`config.mk`:
```
export PLATFORM = sky130hd
export DESIGN_NAME = irq_prio_ctrl
export DESIGN_NICKNAME = d
export VERILOG_FILES = /design/src/rtl/irqc_pkg.sv /design/src/rtl/irqc_regs.sv /design/src/rtl/irqc_arbiter.sv /design/src/rtl/irqc_vector.sv /design/src/rtl/irq_prio_ctrl.sv
export SDC_FILE = /design/constraint.sdc
export NUM_CORES = 1
export LEC_CHECK = 0
export ABC_AREA = 1
export CORE_UTILIZATION = 55
export CTS_CLUSTER_DIAMETER = 50
export DETAILED_ROUTE_END_ITERATION = 10
export PLACE_DENSITY = 0.74
export SETUP_SLACK_MARGIN = 0.3
export SYNTH_ARGS = -nofsm -noshare
export SYNTH_HDL_FRONTEND = slang
export SYNTH_SLANG_ARGS = --single-unit
```
`constraint.sdc`:
```
create_clock -name clk -period 21.1 [get_ports clk]
set_input_delay 2.11 -clock clk [delete_from_list [all_inputs] [get_ports clk]]
set_output_delay 2.11 -clock clk [all_outputs]
set_load 0.005 [all_outputs]
```
`src/rtl/irqc_pkg.sv`:
```
package irqc_pkg;
   localparam int unsigned BYTE_W = 8;

   // Power-up control byte for a source.
   function automatic logic [BYTE_W-1:0] ctl_reset(input int unsigned src);
      if (src >= 1 && src <= 7) return BYTE_W'(src * 4);
      else if (src == 8)        return 8'h1C;
      else if (src >= 9 && src <= 11) return 8'h80;
      else                      return 8'h00;
   endfunction
endpackage

```
`src/rtl/irqc_regs.sv`:
```
module irqc_regs
   import irqc_pkg::*;
#(
   parameter int unsigned NSRC      = 13,
   parameter int unsigned ADDR_W    = 8,
   parameter int unsigned DATA_W    = 16,
   parameter int unsigned CTL_BASE  = 'h14,
   parameter int unsigned MASK_ADR  = 'h36,
   parameter int unsigned PEND_ADR  = 'h3A,
   parameter int unsigned WVEC_ADR  = 'h42,
   parameter int unsigned AVEC_ADR  = 'h44,
   parameter int unsigned BVEC_ADR  = 'h45,
   parameter logic [7:0]  VEC_RST   = 8'h0F
) (
   input  logic                     clk,
   input  logic                     rst_n,
   input  logic [NSRC:1]            irq_src,
   input  logic                     reg_we,
   input  logic [ADDR_W-1:0]        reg_addr,
   input  logic [DATA_W-1:0]        reg_wdata,
   output logic [DATA_W-1:0]        reg_rdata,
   output logic [NSRC:1]            pend_o,
   output logic [NSRC:1]            mask_o,
   output logic [NSRC:1][BYTE_W-1:0] ctl_o,
   output logic [BYTE_W-1:0]        wvec_o,
   output logic [BYTE_W-1:0]        avec_o,
   output logic [BYTE_W-1:0]        bvec_o
);
   localparam logic [NSRC:1] MASK_RST = '1;

   logic unused_wdata;
   assign unused_wdata = ^{reg_wdata[0], reg_wdata[DATA_W-1:NSRC+1]};

   always_ff @(posedge clk or negedge rst_n) begin
      if (!rst_n) begin
         pend_o <= '0;
         mask_o <= MASK_RST;
         wvec_o <= VEC_RST;
         avec_o <= VEC_RST;
         bvec_o <= VEC_RST;
         for (int i = 1; i <= NSRC; i++) ctl_o[i] <= ctl_reset(i);
      end else begin
         pend_o <= irq_src;
         if (reg_we) begin
            if (reg_addr == ADDR_W'(MASK_ADR)) mask_o <= reg_wdata[NSRC:1];
            if (reg_addr == ADDR_W'(WVEC_ADR)) wvec_o <= reg_wdata[BYTE_W-1:0];
            if (reg_addr == ADDR_W'(AVEC_ADR)) avec_o <= reg_wdata[BYTE_W-1:0];
            if (reg_addr == ADDR_W'(BVEC_ADR)) bvec_o <= reg_wdata[BYTE_W-1:0];
            for (int i = 1; i <= NSRC; i++)
               if (reg_addr == ADDR_W'(CTL_BASE + i - 1)) ctl_o[i] <= reg_wdata[BYTE_W-1:0];
         end
      end
   end

   always_comb begin
      reg_rdata = '0;
      if (reg_addr == ADDR_W'(MASK_ADR)) reg_rdata[NSRC:1] = mask_o;
      if (reg_addr == ADDR_W'(PEND_ADR)) reg_rdata[NSRC:1] = pend_o;
      if (reg_addr == ADDR_W'(WVEC_ADR)) reg_rdata[BYTE_W-1:0] = wvec_o;
      if (reg_addr == ADDR_W'(AVEC_ADR)) reg_rdata[BYTE_W-1:0] = avec_o;
      if (reg_addr == ADDR_W'(BVEC_ADR)) reg_rdata[BYTE_W-1:0] = bvec_o;
      for (int i = 1; i <= NSRC; i++)
         if (reg_addr == ADDR_W'(CTL_BASE + i - 1)) reg_rdata[BYTE_W-1:0] = ctl_o[i];
   end

   // pending mirrors the source pins one edge later
   p_pend_follow_r1: assert property (@(posedge clk) disable iff (!rst_n)
      1'b1 |=> (pend_o == $past(irq_src)));
endmodule

```
`src/rtl/irqc_arbiter.sv`:
```
module irqc_arbiter
   import irqc_pkg::*;
#(
   parameter int unsigned NSRC     = 13,
   parameter int unsigned CODE_W   = 5,
   parameter int unsigned MIN_CODE = 4,
   localparam int unsigned IDX_W   = $clog2(NSRC + 1)
) (
   input  logic [NSRC:1]             active,
   input  logic [NSRC:1][BYTE_W-1:0] ctl,
   output logic                      hit,
   output logic [IDX_W-1:0]          win_idx
);
   logic [CODE_W-1:0] best;
   logic [IDX_W-1:0]  cand;
   logic              unused_ctl;
   assign unused_ctl = ^ctl;

   // Strict compare keeps the earlier (lower-numbered) source on a tie.
   always_comb begin
      best = '0;
      cand = '0;
      for (int i = 1; i <= NSRC; i++) begin
         if (active[i] && (ctl[i][CODE_W-1:0] > best)) begin
            best = ctl[i][CODE_W-1:0];
            cand = IDX_W'(i);
         end
      end
      hit     = (best >= CODE_W'(MIN_CODE));
      win_idx = hit ? cand : '0;
   end
endmodule

```
`src/rtl/irqc_vector.sv`:
```
module irqc_vector
   import irqc_pkg::*;
#(
   parameter int unsigned NSRC     = 13,
   parameter int unsigned CODE_W   = 5,
   parameter int unsigned LVL_W    = 3,
   parameter int unsigned VEC_W    = 8,
   parameter int unsigned AUTO_BASE = 24,
   parameter int unsigned AUTO_BIT = 7,
   parameter int unsigned WDOG_SRC = 8,
   parameter int unsigned ASRC     = 12,
   parameter int unsigned BSRC     = 13,
   parameter logic [7:0]  DFLT_VEC = 8'h0F,
   localparam int unsigned IDX_W   = $clog2(NSRC + 1),
   localparam int unsigned LVL_LSB = CODE_W - LVL_W
) (
   input  logic              hit,
   input  logic [IDX_W-1:0]  win_idx,
   input  logic [BYTE_W-1:0] win_ctl,
   input  logic [BYTE_W-1:0] wvec,
   input  logic [BYTE_W-1:0] avec,
   input  logic [BYTE_W-1:0] bvec,
   output logic [LVL_W-1:0]  level,
   output logic [VEC_W-1:0]  vector
);
   logic unused_ctl;
   assign unused_ctl = ^win_ctl;

   always_comb begin
      level  = '0;
      vector = '0;
      if (hit) begin
         level = win_ctl[CODE_W-1:LVL_LSB];
         if (win_ctl[AUTO_BIT])              vector = VEC_W'(AUTO_BASE) + VEC_W'(level);
         else if (win_idx == IDX_W'(WDOG_SRC)) vector = VEC_W'(wvec);
         else if (win_idx == IDX_W'(ASRC))   vector = VEC_W'(avec);
         else if (win_idx == IDX_W'(BSRC))   vector = VEC_W'(bvec);
         else                                vector = VEC_W'(DFLT_VEC);
      end
   end
endmodule

```
`src/rtl/irq_prio_ctrl.sv`:
```
module irq_prio_ctrl
   import irqc_pkg::*;
#(
   parameter int unsigned NSRC      = 13,
   parameter int unsigned CODE_W    = 5,
   parameter int unsigned LVL_W     = 3,
   parameter int unsigned VEC_W     = 8,
   parameter int unsigned MIN_CODE  = 4,
   parameter int unsigned AUTO_BASE = 24,
   parameter int unsigned WDOG_SRC  = 8,
   parameter int unsigned ASRC      = 12,
   parameter int unsigned BSRC      = 13,
   parameter int unsigned ADDR_W    = 8,
   parameter int unsigned DATA_W    = 16
) (
   input  logic              clk,
   input  logic              rst_n,
   input  logic [NSRC:1]     irq_src,
   input  logic              reg_we,
   input  logic [ADDR_W-1:0] reg_addr,
   input  logic [DATA_W-1:0] reg_wdata,
   output logic [DATA_W-1:0] reg_rdata,
   output logic [LVL_W-1:0]  irq_level,
   output logic [VEC_W-1:0]  irq_vector
);
   localparam int unsigned IDX_W = $clog2(NSRC + 1);

   if (NSRC < 1 || NSRC + 1 > DATA_W) begin : g_bad_nsrc
      $error("NSRC must fit the data word above bit 0");
   end
   if (CODE_W < LVL_W || CODE_W > BYTE_W - 1) begin : g_bad_code
      $error("code field must hold the level and leave the autovector bit");
   end
   if (MIN_CODE >= (1 << CODE_W)) begin : g_bad_min
      $error("MIN_CODE exceeds the code range");
   end
   if (AUTO_BASE + (1 << LVL_W) > (1 << VEC_W)) begin : g_bad_auto
      $error("autovector range overflows the vector width");
   end
   if (WDOG_SRC > NSRC || ASRC > NSRC || BSRC > NSRC) begin : g_bad_vsrc
      $error("vector-register source out of range");
   end

   logic [NSRC:1]             pend, mask;
   logic [NSRC:1][BYTE_W-1:0] ctl;
   logic [BYTE_W-1:0]         wvec, avec, bvec, win_ctl;
   logic                      hit;
   logic [IDX_W-1:0]          win_idx;

   irqc_regs #(.NSRC(NSRC), .ADDR_W(ADDR_W), .DATA_W(DATA_W)) u_regs (
      .clk(clk), .rst_n(rst_n), .irq_src(irq_src),
      .reg_we(reg_we), .reg_addr(reg_addr), .reg_wdata(reg_wdata), .reg_rdata(reg_rdata),
      .pend_o(pend), .mask_o(mask), .ctl_o(ctl),
      .wvec_o(wvec), .avec_o(avec), .bvec_o(bvec));

   irqc_arbiter #(.NSRC(NSRC), .CODE_W(CODE_W), .MIN_CODE(MIN_CODE)) u_arb (
      .active(pend & ~mask), .ctl(ctl), .hit(hit), .win_idx(win_idx));

   assign win_ctl = hit ? ctl[win_idx] : '0;

   irqc_vector #(.NSRC(NSRC), .CODE_W(CODE_W), .LVL_W(LVL_W), .VEC_W(VEC_W),
      .AUTO_BASE(AUTO_BASE), .WDOG_SRC(WDOG_SRC), .ASRC(ASRC), .BSRC(BSRC)) u_vec (
      .hit(hit), .win_idx(win_idx), .win_ctl(win_ctl),
      .wvec(wvec), .avec(avec), .bvec(bvec),
      .level(irq_level), .vector(irq_vector));

   // a presented source is pending and unmasked
   p_win_unmasked_r2: assert property (@(posedge clk) disable iff (!rst_n)
      hit |-> (pend[win_idx] && !mask[win_idx]));
   // a presented winner's code meets the floor
   p_win_floor_r4: assert property (@(posedge clk) disable iff (!rst_n)
      hit |-> (ctl[win_idx][CODE_W-1:0] >= CODE_W'(MIN_CODE)));
   // idle means level and vector both zero
   p_idle_zero_r4: assert property (@(posedge clk) disable iff (!rst_n)
      (irq_level == '0) |-> (irq_vector == '0));
   // level field of the winner reaches the pins
   p_level_field_r5: assert property (@(posedge clk) disable iff (!rst_n)
      hit |-> (irq_level == ctl[win_idx][CODE_W-1:CODE_W-LVL_W]));
   // autovector offset from the base
   p_autovec_r6: assert property (@(posedge clk) disable iff (!rst_n)
      (hit && ctl[win_idx][BYTE_W-1]) |-> (irq_vector == VEC_W'(AUTO_BASE) + VEC_W'(irq_level)));
endmodule

```
; Word-level counts from Yosys, hierarchy flattened
; Index checks and enable logic that the tools add are counted.
[totals]
reg_bits = 154
inputBits = 40
out_inout_bits = 27
elab_cells = 141
[classes]
n_addsub = 1
n_lt_le_gt_ge = 15
eq_ne = 21
mux = 54
n_bitwise = 2
n_reduce_logical = 30
[op_table]
columns = op, count
row1 = two-way mux 8 bit, 23
row2 = == test 8 x 5 -> 1 bit (second input constant), 12
row3 = two-way mux 5 bit, 13
row4 = > comparator 5 bit, 12
row5 = AND reduction 2 bit, 17
row6 = binary-select mux 8 bit (select 4 bit), 1
row7 = two-way mux 4 bit, 7
row8 = two-way mux 13 bit, 2
row9 = == test 8 x 6 -> 1 bit (second input constant), 3
row10 = == test 8 x 7 -> 1 bit (second input constant), 3
row11 = two-way mux 3 bit, 5
row12 = bitwise AND 13 bit, 1
row13 = logical AND 1 bit, 13
row14 = NOT 13 bit, 1
row15 = == test 4 bit (second input constant), 3
row16 = adder 5 x 3 -> 6 bit (first input constant), 1
row17 = >= comparator 5 x 3 -> 1 bit (second input constant), 1
row18 = > comparator 5 x 1 -> 1 bit (second input constant), 1
row19 = < comparator 4 x 5 -> 1 bit (second input constant), 1
row20 = two-way mux 2 bit, 2
row21 = two-way mux 1 bit, 1

; Logic depth before layout (Yosys ltp)
; Gate-level depths: netlist (run 1).
[depth]
depth_word = 48
depth_mapped = 132
mapped_depth_nobuf = 124

; Modules after synthesis
; From an unflattened synthesis (run 1), not the netlist that was laid out.
[unflattened]
cells_unflattened = 1733
area_unflattened_um2 = 11713.7
[modules_own_cells]
columns = mod, instances, cells_each, area_each_um2, seq_area_each_um2
row1 = irqc_regs, 1, 813, 7094.3, 3907.5
row2 = irqc_arbiter, 1, 508, 2850.2, 0.0
row3 = irq_prio_ctrl, 1, 331, 1366.3, 0.0
row4 = irqc_vector, 1, 81, 402.9, 0.0

; Least setup slack after synthesis (run 1)
; OpenSTA, ideal clock, no wires.
[synth_timing]
path_type = flip-flop to output port
from = register u_regs.ctl_o[2] in the netlist's numbering
to = output port irq_vector[5]
arrival_time_ns = 14.119
t_required_ns = 18.990
slack_ns = 4.871
path_stages_with_launch = 116
n_path_buf = 11
cell_sequence = dfstp_2 -> inv_1 -> nand4_1 -> nand3_1 -> ha_1 -> nand2_2 -> nor2_4 -> nand2_1 -> nand3_2 -> nand2_1 -> buf_6 -> nand2_1 -> o21ai_0 -> ha_1 -> nand2_1 -> nor2_1 -> nand2_1 -> nand3_1 -> [... 80 more ...] -> or2_2 -> nand2_1 -> ha_1 -> nand4_1 -> o21ai_0 -> nor2_1 -> nand2_1 -> nor4_1 -> inv_1 -> nand3_2 -> nand2_1 -> nand2_1 -> nand2_1 -> nand2_1 -> nand3_2 -> nand2_4 -> inv_2 -> nor2_2
[synth_via]
elab_chain_len = 47
[synth_rtl]
columns = item, line
row1 = start: declaration, irqc_regs.sv:24  ; output logic [NSRC:1][BYTE_W-1:0] ctl_o,
row2 = start signal: indexed assignment, irqc_regs.sv:50  ; if (reg_addr == ADDR_W'(CTL_BASE + i - 1)) ctl_o[i] <= reg_wdata[BYTE_W-1:0];
row3 = > comparator 5 x 1 -> 1 bit, irqc_arbiter.sv:24  ; if (active[i] && (ctl[i][CODE_W-1:0] > best)) begin
row4 = logical AND 1 bit, irqc_arbiter.sv:24
row5 = two-way mux 5 bit, irqc_arbiter.sv:24
row6 = > comparator 5 bit, irqc_arbiter.sv:24
row7 = logical AND 1 bit, irqc_arbiter.sv:24
row8 = two-way mux 5 bit, irqc_arbiter.sv:24
row9 = > comparator 5 bit, irqc_arbiter.sv:24
row10 = logical AND 1 bit, irqc_arbiter.sv:24
row11 = [... 31 more ...], --
row12 = >= comparator 5 x 3 -> 1 bit, irqc_arbiter.sv:29  ; hit = (best >= CODE_W'(MIN_CODE));
row13 = two-way mux 4 bit, irqc_arbiter.sv:30  ; win_idx = hit ? cand : '0;
row14 = binary-select mux 8 bit (select 4 bit) / == test 4 bit (equally long branches), "irq_prio_ctrl.sv:59, irqc_vector.sv:37"
row15 = two-way mux 8 bit (on tied branches), "irq_prio_ctrl.sv:59, irqc_vector.sv:37"
row16 = two-way mux 8 bit (on tied branches), "irq_prio_ctrl.sv:59, irqc_vector.sv:36"
row17 = adder 5 x 3 -> 6 bit / two-way mux 8 bit (equally long branches), "irqc_vector.sv:34, irqc_vector.sv:35"
row18 = two-way mux 8 bit, irqc_vector.sv:34  ; if (win_ctl[AUTO_BIT]) vector = VEC_W'(AUTO_BASE) + VEC_W'(level);
row19 = two-way mux 8 bit *, irqc_vector.sv:32  ; if (hit) begin
row20 = end: declaration, irq_prio_ctrl.sv:24  ; output logic [VEC_W-1:0] irq_vector
; Mark *: on every way between the ends. The rest lies on a longest branch, timed or not. The select of a mux whose other input is x is not followed.

; Worst setup path after layout (run 1)
[layout_timing]
from = register u_regs.mask_o[1] in the netlist's numbering
to = output port irq_vector[2]
[layout_via]
elab_chain_len = 48
[layout_rtl]
columns = item, line
row1 = start: declaration, irqc_regs.sv:23  ; output logic [NSRC:1] mask_o,
row2 = start signal: assignment, irqc_regs.sv:45  ; if (reg_addr == ADDR_W'(MASK_ADR)) mask_o <= reg_wdata[NSRC:1];
row3 = NOT 13 bit *, irq_prio_ctrl.sv:57  ; .active(pend & ~mask), .ctl(ctl), .hit(hit), .win_idx(win_idx));
row4 = bitwise AND 13 bit *, irq_prio_ctrl.sv:57
row5 = logical AND 1 bit *, irqc_arbiter.sv:24
row6 = two-way mux 5 bit, irqc_arbiter.sv:24
row7 = > comparator 5 bit, irqc_arbiter.sv:24
row8 = logical AND 1 bit, irqc_arbiter.sv:24
row9 = two-way mux 5 bit, irqc_arbiter.sv:24
row10 = > comparator 5 bit, irqc_arbiter.sv:24
row11 = [... 32 more ...], --
row12 = >= comparator 5 x 3 -> 1 bit, irqc_arbiter.sv:29
row13 = two-way mux 4 bit, irqc_arbiter.sv:30
row14 = binary-select mux 8 bit (select 4 bit) / == test 4 bit (equally long branches), "irq_prio_ctrl.sv:59, irqc_vector.sv:37"
row15 = two-way mux 8 bit (on tied branches), "irq_prio_ctrl.sv:59, irqc_vector.sv:37"
row16 = two-way mux 8 bit (on tied branches), "irq_prio_ctrl.sv:59, irqc_vector.sv:36"
row17 = adder 5 x 3 -> 6 bit / two-way mux 8 bit (equally long branches), "irqc_vector.sv:34, irqc_vector.sv:35"
row18 = two-way mux 8 bit, irqc_vector.sv:34
row19 = two-way mux 8 bit *, irqc_vector.sv:32
; Marks and branches as above.

==> flow_summary.json, run 1 <==
{
  "synth-seq-area-share_pct": 39.1,
  "rows": 48,
  "drt-initial-drc-count": 942,
  "maxCapViolCount": 0,
  "syn_avg_cell_area_um2": 7.25,
  "status": "complete, no violations",
  "skew_ns": 0,
  "grt_pass1_wl_um": 44200,
  "dr.pass1.iters": 5,
  "drc": 0,
  "critPathLaunchType": "flop",
  "area_delta_synth_final_pct": 13.3,
  "endpoint_kind": "primary output",
  "die_y_um": 137,
  "dp.final_hpwl_um": 20100,
  "synth.area.top_cells": "dfrtp_1 28%, nand2_1 16%, dfstp_2 11%",
  "synth_most_common_cell": "nand2_1",
  "drtAntennaViolNets": 0,
  "die_w_um": 137,
  "synthXorXnorAreaFrac_pct": 0,
  "antenna_found_initial": 0,
  "whs_ns": 0.485,
  "finalHoldViolCount": 0,
  "cts_made_buffers": 17,
  "ys_seq_elements": 154,
  "grt_pass1_vias": 8519,
  "drive_gt1_share_pct": 11.5,
  "async_flop_share_pct": 100,
  "globalplace.congestion": 0.921,
  "synth.top_cells.by_count": "418 x nand2_1, 201 x o21ai_0, 139 x inv_1",
  "critPathMaxFanout": 13,
  "htree_levels": 4,
  "synth_area_leader_cell": "dfrtp_1",
  "max_stage_delay_ns": 0.51,
  "pin_count": 67,
  "postSynthCellCount": 1377,
  "synth_simple_gate_area_share_pct": 30.7,
  "relSlewSlack_pct": 24.9,
  "grt_start_max_net_pins": 91,
  "synth-main-ff-cell": "dfrtp_1",
  "die-area_um2": 18700,
  "vias": 9365,
  "yosysWarnings": 0,
  "critPathMostFrequentCell": "nand2_1",
  "synth_adder_area_share_pct": 5.51,
  "wl_per_cell_um": 16.6,
  "ys_types": 47,
  "tns_ns": 0,
  "final-setup-viol-count": 0,
  "period_share_pct": 90.5,
  "cts_tree": "yes",
  "synth_top_area_share_pct": 27.8,
  "routed_wl_um": 27400,
  "tightest_slew_ns": 1.12,
  "synth-edff-count": 0,
  "crit_arrival_ns": 16.98,
  "grt.overflow.total": 0,
  "cp_slowest_cell": "clkdlybuf4s50_1",
  "synthMuxAreaShare_pct": 0.451,
  "synth_area_um2": 9990,
  "worst-setup-path-type": "flop to primary output",
  "nets": 1502,
  "fin_crit_ns": 19.09,
  "final_max_slew_viol_count": 0,
  "core_area_um2": 17500,
  "antenna_cells": 0,
  "grtUsageTotal_pct": 31.1,
  "crit_required_ns": 18.99,
  "synth_top_family_by_area": "simple AND/OR/NAND/NOR gates",
  "clk_latency_ns": 0.44,
  "ctsLongestPathBuffers": 2,
  "synth_compound_area_share_pct": 16.1,
  "cts.clk_slew.worst_paths_ns": 0.06,
  "vias_per_cell": 5.66,
  "portBuffers": 62,
  "fmax_ghz": 0.0524,
  "start_util_pct": 56.9,
  "hold_class": "flop to flop",
  "hold_buffers": 0,
  "clock-sinks": 154,
  "cts_root_buf": "clkbuf_16",
  "rsz0062_at_grt": "false"
}
final timing paths:
kind / from / end / slack, ns / cells past startpoint
worst max-delay path: u_regs.mask_o[1]$_DFFE_PN1P_ / irq_vector[2] / 2.01 / 106
worst min-delay path: u_regs.ctl_o[5]$_DFFE_PN0P_ / u_regs.ctl_o[5]$_DFFE_PN0P_ / 0.49 / 2
worst max register to register: u_regs.ctl_o[51]$_DFFE_PN1P_ / u_regs.ctl_o[51]$_DFFE_PN1P_ / 20.27 / 2
worst min register to register: u_regs.ctl_o[5]$_DFFE_PN0P_ / u_regs.ctl_o[5]$_DFFE_PN0P_ / 0.49 / 2
max in group asynchronous: rst_n / u_regs.ctl_o[61]$_DFFE_PN0P_ / 18.05 / 2
min in group asynchronous: rst_n / u_regs.ctl_o[0]$_DFFE_PN0P_ / 1.73 / 1
routing by layer:
layer,routed length (µm),GRT usage [%]
met5,0,0
met4,750,11.0
met3,2000,4.96
met2,12200,47.8
met1,12500,44.4
cells by family (layout without fill, tap and decap cells):
logic type,count (synthesis),count (layout)
other cells,1,2
fa+ha+maj,44,44
compound gates,289,289
simple gates,690,690
buf+inv,195,248
mux,4,4
flops,154,154
worst max-delay path: cells and delay by family (launching register included):
kind                       cells  cell delay, ns
adders and majority gates     12            3.66
buffers and inverters          9            1.27
DFF                            1            0.38
and+or+nand+nor               70            8.65
AOI/OAI and AO/OA             15            2.52
repair_timing:
action | 4_1_cts | 5_1_grt
setup endpoints to repair | 0 | 8
gates resized for setup | 0 | 12
buffers inserted | 0 | 0
flip-flops by register name, summed over array words and instances, names as in the netlist:
signal / count
u_regs.bvec_o: 8
u_regs.avec_o: 8
u_regs.ctl_o: 104
u_regs.pend_o: 13
u_regs.mask_o: 13
u_regs.wvec_o: 8
placed cells by master (no fill, tap or decap), types with 4 or more instances in the layout:
cell	synthesis	routed
nand2_1	418	416
o21ai_0	201	194
inv_1	139	139
dfrtp_1	111	111
nand3_1	86	86
nor2_1	83	82
clkdlybuf4s50_1	0	61
ha_1	44	44
dfstp_2	43	43
a21oi_1	32	32
nand2_2	25	27
nand4_1	19	19
clkbuf_16	0	17
inv_2	12	12
nand3b_1	12	12
nor2_2	10	11
o22ai_1	11	11
nand3_2	9	9
o21bai_1	9	9
nor3_1	8	8
o21ai_1	1	8
nor2_4	7	7
o211ai_1	7	7
nand2_4	6	6
a221oi_1	6	6
clkinvlp_4	0	6
a21oi_2	5	5
o2111ai_1	5	5
mux2_2	4	4
per-stage QoR:
step | util (%) | area, µm² | worst slack (ns) | std cells
2_1_floorplan | - | 9990 | 4.87 | 1378
3_3_place_gp | 60.8 | 10700 | 1.93 | 1624
3_5_place_dp | 60.8 | 10700 | 1.67 | 1624
4_1_cts | 64.4 | 11300 | 1.07 | 1656
5_1_grt | 64.5 | 11300 | 0.347 | 1656
6_report | 64.5 | 11300 | 2.01 | 1656
layout make-up:
class                           instances  area (µm²)
Inverter                              152         571
Multi-Input combinational cell       1029        5300
Fill cell                            1583        6220
Sequential cell                       154        3910
Clock inverter                         13         166
Tap cell                              225         282
Timing Repair Buffer                   64         637
Clock buffer                           19         453
Power of run 1 is left out: the tool's default activity adds up to more than one toggle a clock period on the data nets, which glitch-free logic cannot reach.
==> inputs of run 2 (changes only) <==
==> constraint.sdc (replaced) <==
create_clock -name clk -period 18.05 [get_ports clk]
set_input_delay 1.805 -clock clk [delete_from_list [all_inputs] [get_ports clk]]
set_output_delay 1.805 -clock clk [all_outputs]
set_load 0.005 [all_outputs]
==> run 2 against run 1 <==
Effect of this change:
- routed wire length grew 6.9%
- hold slack lost 0.0013 ns
- non-clock buffer count rose by 54
- critical path depth up 2
- register-to-register slack worse by 3.1 ns
- global-route usage up 0.22 points
- count of clock-buffer cells in the layout grew 2
- first-iteration DRC count up 6.3%
- worst setup slack worse by 0.99 ns
- largest cell class unchanged
- critical path type unchanged
- die area unchanged
- cell area increased by 6.5%
==> flow_summary.json, run 2 (synthesis gave the netlist of run 1 again) <==
{
  "status": "complete, no violations",
  "drt-initial-drc-count": 1001,
  "place_ws_ns": 0.183,
  "worst-setup-path-type": "flop to primary output",
  "postLayoutCoreUtil_pct": 68.7,
  "critPathMostFrequentCell": "nand2_1",
  "fmax_ghz": 0.0587,
  "cts_root_buf": "clkbuf_16",
  "grt_start_max_net_pins": 82,
  "fin_crit_ns": 17.03,
  "reg_top3": "u_regs.ctl_o: 104 flops, u_regs.mask_o: 13 flops, u_regs.pend_o: 13 flops",
  "wl_per_cell_um": 17.1,
  "drive_gt1_share_pct": 18.4,
  "multi_input_area_um2": 5640,
  "rsz0062_at_grt": "true",
  "grtUsageTotal_pct": 31.3,
  "hold_class": "flop to flop",
  "die_w_um": 137,
  "layout_commonest_cell": "nand2_1",
  "final_cell_mix": "403 x nand2_1, 178 x o21ai_0, 137 x inv_1",
  "cts_tree": "yes",
  "largest_reg_flops": 104,
  "drtAntennaViolNets": 0,
  "start_util_pct": 56.9,
  "routed_wl_um": 29300,
  "hold_depth": 2,
  "fin_ws_ns": 1.02,
  "core_area_um2": 17500,
  "dr.pass1.iters": 6,
  "cp_slowest_cell": "dfstp_2",
  "maxCapViolCount": 0,
  "endpoint_kind": "primary output",
  "period_share_pct": 94.3,
  "final_cells": 1717,
  "max_stage_delay_ns": 0.55,
  "grt.overflow.total": 0,
  "globalplace.congestion": 0.944,
  "grt_pass1_wl_um": 44300,
  "nets": 1563,
  "relSlewSlack_pct": 24.9,
  "die_y_um": 137,
  "antenna_found_initial": 0,
  "antenna_cells": 0,
  "crit_required_ns": 16.24,
  "r2r_cells": 2,
  "die-area_um2": 18700,
  "pin_count": 67,
  "cts.clk_slew.worst_paths_ns": 0.07,
  "htree_levels": 4,
  "fill_cells": 1475,
  "area_delta_synth_final_pct": 20.6,
  "ctsLongestPathBuffers": 2,
  "skew_ns": 0,
  "place_inst": 1643,
  "tightest_slew_ns": 1.12,
  "cts_made_buffers": 17,
  "portBuffers": 62,
  "clock-sinks": 154,
  "rows": 48,
  "grt_pass1_vias": 8599,
  "vias_per_cell": 5.72,
  "clk_latency_ns": 0.43,
  "regMostFlops": "u_regs.ctl_o",
  "seq_area_um2": 3910,
  "crit_arrival_ns": 15.22,
  "final-setup-viol-count": 0,
  "dp.final_hpwl_um": 20300,
  "critPathLaunchType": "flop",
  "finalHoldViolCount": 0,
  "critPathMaxFanout": 10,
  "vias": 9825,
  "final_max_slew_viol_count": 0,
  "drc": 0
}
## run 2: cell types whose count changed in the layout (fill, tap and decap cells not counted), sizes merged
cell,delta
clkinvlp,-5
clkdlybuf4s50,-3
dlymetal6s2s,+3
clkbuf,+2
buf,+54
nand2,+7
inv,-2
clkinv,+5
## run 2: worst paths after layout
check | startpoint | to | slack [ns]
worst max-delay path | u_regs.ctl_o[2]$_DFFE_PN1P_ | irq_vector[2] | 1.02
worst min-delay path | u_regs.ctl_o[37]$_DFFE_PN0P_ | u_regs.ctl_o[37]$_DFFE_PN0P_ | 0.48
worst max register to register | u_regs.ctl_o[36]$_DFFE_PN1P_ | u_regs.ctl_o[36]$_DFFE_PN1P_ | 17.17
worst min register to register | u_regs.ctl_o[37]$_DFFE_PN0P_ | u_regs.ctl_o[37]$_DFFE_PN0P_ | 0.48
max in group asynchronous | rst_n | u_regs.ctl_o[56]$_DFFE_PN0P_ | 15.22
min in group asynchronous | rst_n | u_regs.pend_o[1]$_DFF_PN0_ | 1.39
## run 2: layer usage
layer,share of wire [%],GRT usage (%)
met1,44,45.1
met2,47,48.5
met3,7.2,4.11
met4,2.1,10.8
met5,0,0
## run 2: layout make-up
class	instances	area share, %
multi-input combinational	1036	46.8
sequential	154	32.4
timing repair buffer	118	8.81
inverter	152	4.74
clock buffer	21	3.66
tap	225	2.34
clock inverter	11	1.23
## run 2: stage by stage
stage / area [µm²] / hold slack [ns] / TNS [ns]
finish: 12000 / 0.484 / 0
global route: 12000 / 0.499 / -0.471
CTS: 11400 / 0.484 / 0
detailed placement: 10800 / 0.469 / 0
global placement: 10800 / 0.461 / 0
floorplan: 9990 / 0.448 / 0
## run 2: worst max-delay path, delay by kind of cell, from the launching register on
family	cells	cell delay, ns
AO/OA/AOI/OAI	15	1.96
adder cells (fa/ha/maj)	12	3.59
buffers and inverters	13	1.92
flip-flops	1	0.55
AND/OR/NAND/NOR	68	6.76
## run 2: repair_timing
action                                  in CTS  in global routing
gates resized for setup                     19                 85
hold buffers                                 0                  0
cloned                                       0                  7
setup buffers                                0                 35
pin swaps                                    0                 40
endpoints found under the setup margin       8                 11
Power of run 2 is left out for the same reason.
==> inputs of run 3 (changes only) <==
--- a/config.mk
+++ b/config.mk
@@ -11,6 +11,8 @@
 export DETAILED_ROUTE_END_ITERATION = 10
 export PLACE_DENSITY = 0.74
 export SETUP_SLACK_MARGIN = 0.3
+export SKIP_CTS_REPAIR_TIMING = 1
+export SLEW_MARGIN = 15
 export SYNTH_ARGS = -nofsm -noshare
 export SYNTH_HDL_FRONTEND = slang
 export SYNTH_SLANG_ARGS = --single-unit
==> run 3 against run 2 <==
Effect of this change:
- routed wire length is essentially flat
- clock skew is the same
- die area is the same
- non-clock buffer count grew 1
- maximum frequency shrank 0.33%
- via count shrank 0.21%
- worst setup slack lost 0.056 ns
- largest cell class unchanged
==> flow_summary.json, run 3 (synthesis gave the netlist of run 1 again) <==
{
  "fin_ws_ns": 0.965,
  "final-setup-viol-count": 0,
  "seq_area_um2": 3910,
  "drtAntennaViolNets": 0,
  "critical_path.n_buffers_inverters": 14,
  "r2r_cells": 2,
  "vias": 9804,
  "startpoint": "u_regs.ctl_o[2]$_DFFE_PN1P_",
  "dp.final_hpwl_um": 20300,
  "ctsLongestPathBuffers": 2,
  "globalplace.congestion": 0.944,
  "final_max_slew_viol_count": 0,
  "drc": 0,
  "regMostFlops": "u_regs.ctl_o",
  "tightest_slew_ns": 1.10,
  "routed_wl_um": 29300,
  "endpoint_kind": "primary output",
  "relSlewSlack_pct": 26.1,
  "layout_commonest_cell": "nand2_1",
  "reg2reg_from": "u_regs.ctl_o[36]$_DFFE_PN1P_",
  "r2r_setup_slack_ns": 17.17,
  "cts.clk_slew.worst_paths_ns": 0.07,
  "largest_reg_flops": 104,
  "min_from": "u_regs.ctl_o[37]$_DFFE_PN0P_",
  "fmax_ghz": 0.0585,
  "rows": 48,
  "critPathMaxFanout": 10,
  "die_w_um": 137,
  "reg_top3": "u_regs.ctl_o: 104 flops, u_regs.mask_o: 13 flops, u_regs.pend_o: 13 flops",
  "hold_depth": 2,
  "grt_pass1_wl_um": 44300,
  "maxCapViolCount": 0,
  "critPathLaunchType": "flop",
  "multi_input_area_um2": 5690,
  "clk_latency_ns": 0.43,
  "drt-initial-drc-count": 923,
  "final_cells": 1718,
  "die-area_um2": 18700,
  "grt.overflow.total": 0,
  "cts_made_buffers": 17,
  "crit_required_ns": 16.24,
  "cp_top_family": "simple AND/OR/NAND/NOR gates",
  "clock-sinks": 154,
  "critPathMostFrequentCell": "nand2_1",
  "crit_arrival_ns": 15.28,
  "whs_endpoint": "u_regs.ctl_o[37]$_DFFE_PN0P_",
  "r2r-end": "u_regs.ctl_o[36]$_DFFE_PN1P_",
  "status": "complete, no violations",
  "die_y_um": 137,
  "start_util_pct": 56.9,
  "rsz0062_at_grt": "true",
  "fin_crit_ns": 17.09,
  "cts_tree": "yes",
  "nets": 1564,
  "finalHoldViolCount": 0,
  "pin_count": 67,
  "place_inst": 1643,
  "antenna_found_initial": 0,
  "vias_per_cell": 5.71,
  "hold_class": "flop to flop",
  "final_cell_mix": "401 x nand2_1, 179 x o21ai_0, 137 x inv_1",
  "htree_levels": 4,
  "skew_ns": 0,
  "grt_start_max_net_pins": 82,
  "antenna_cells": 0,
  "period_share_pct": 94.7,
  "grtUsageTotal_pct": 31.3,
  "cp_slowest_cell": "dfstp_2",
  "whs_ns": 0.483,
  "wl_per_cell_um": 17.1,
  "dr.pass1.iters": 7,
  "worst-setup-path-type": "flop to primary output",
  "fill_cells": 1460,
  "core_area_um2": 17500,
  "portBuffers": 62,
  "grt_pass1_vias": 8586,
  "place_ws_ns": 0.183,
  "area_delta_synth_final_pct": 21.1,
  "max_stage_delay_ns": 0.55,
  "drive_gt1_share_pct": 19.0,
  "cts_root_buf": "clkbuf_16"
}
==> run 3: changes by cell type in the layout (fill, tap and decap cells not counted), sizes merged <==
cell  previous run  this run
buf             57        58
==> run 3: area by class of cell <==
cell class / instances / area share, %
timing repair buffer: 119 / 8.80
clock buffer: 21 / 3.64
tap: 225 / 2.33
multi-input combinational: 1036 / 47.0
inverter: 152 / 4.72
clock inverter: 11 / 1.22
sequential: 154 / 32.3
==> run 3: per-layer routing <==
layer | GRT usage [%] | share of wire [%] | vias up
met5 | 0 | 0 | -
met1 | 45.1 | 44 | 4586
li1 | - | - | 4750
met3 | 4.11 | 7.1 | 48
met4 | 10.7 | 2.2 | 0
met2 | 48.4 | 46 | 420
==> run 3: tightest hold or removal path: cells and delay by family (launching register included) <==
| family | cells | cell delay (ns) |
|---|---|---|
| AO/OA/AOI/OAI | 1 | 0.06 |
| flip-flops | 1 | 0.34 |
| AND/OR/NAND/NOR | 1 | 0.05 |
==> run 3: metrics by stage <==
stage               utilization, %  area [µm²]  TNS [ns]
finish                        69.0       12100         0
global route                  69.0       12100     -1.01
CTS                           65.0       11400     -3.26
detailed placement            61.7       10800         0
global placement              61.7       10800         0
floorplan                        -        9990         0
==> run 3: worst max path at each step <==
stage	endpoint	slack (ns)	depth (start not counted)
5_1_grt	irq_vector[0]	-0.23	109
6_report	irq_vector[2]	0.96	110
4_1_cts	irq_vector[2]	-0.44	106
3_3_place_gp	irq_vector[2]	0.42	102
2_1_floorplan	irq_vector[5]	2.13	115
3_5_place_dp	irq_vector[2]	0.18	106
Power of run 3 is left out for the same reason.
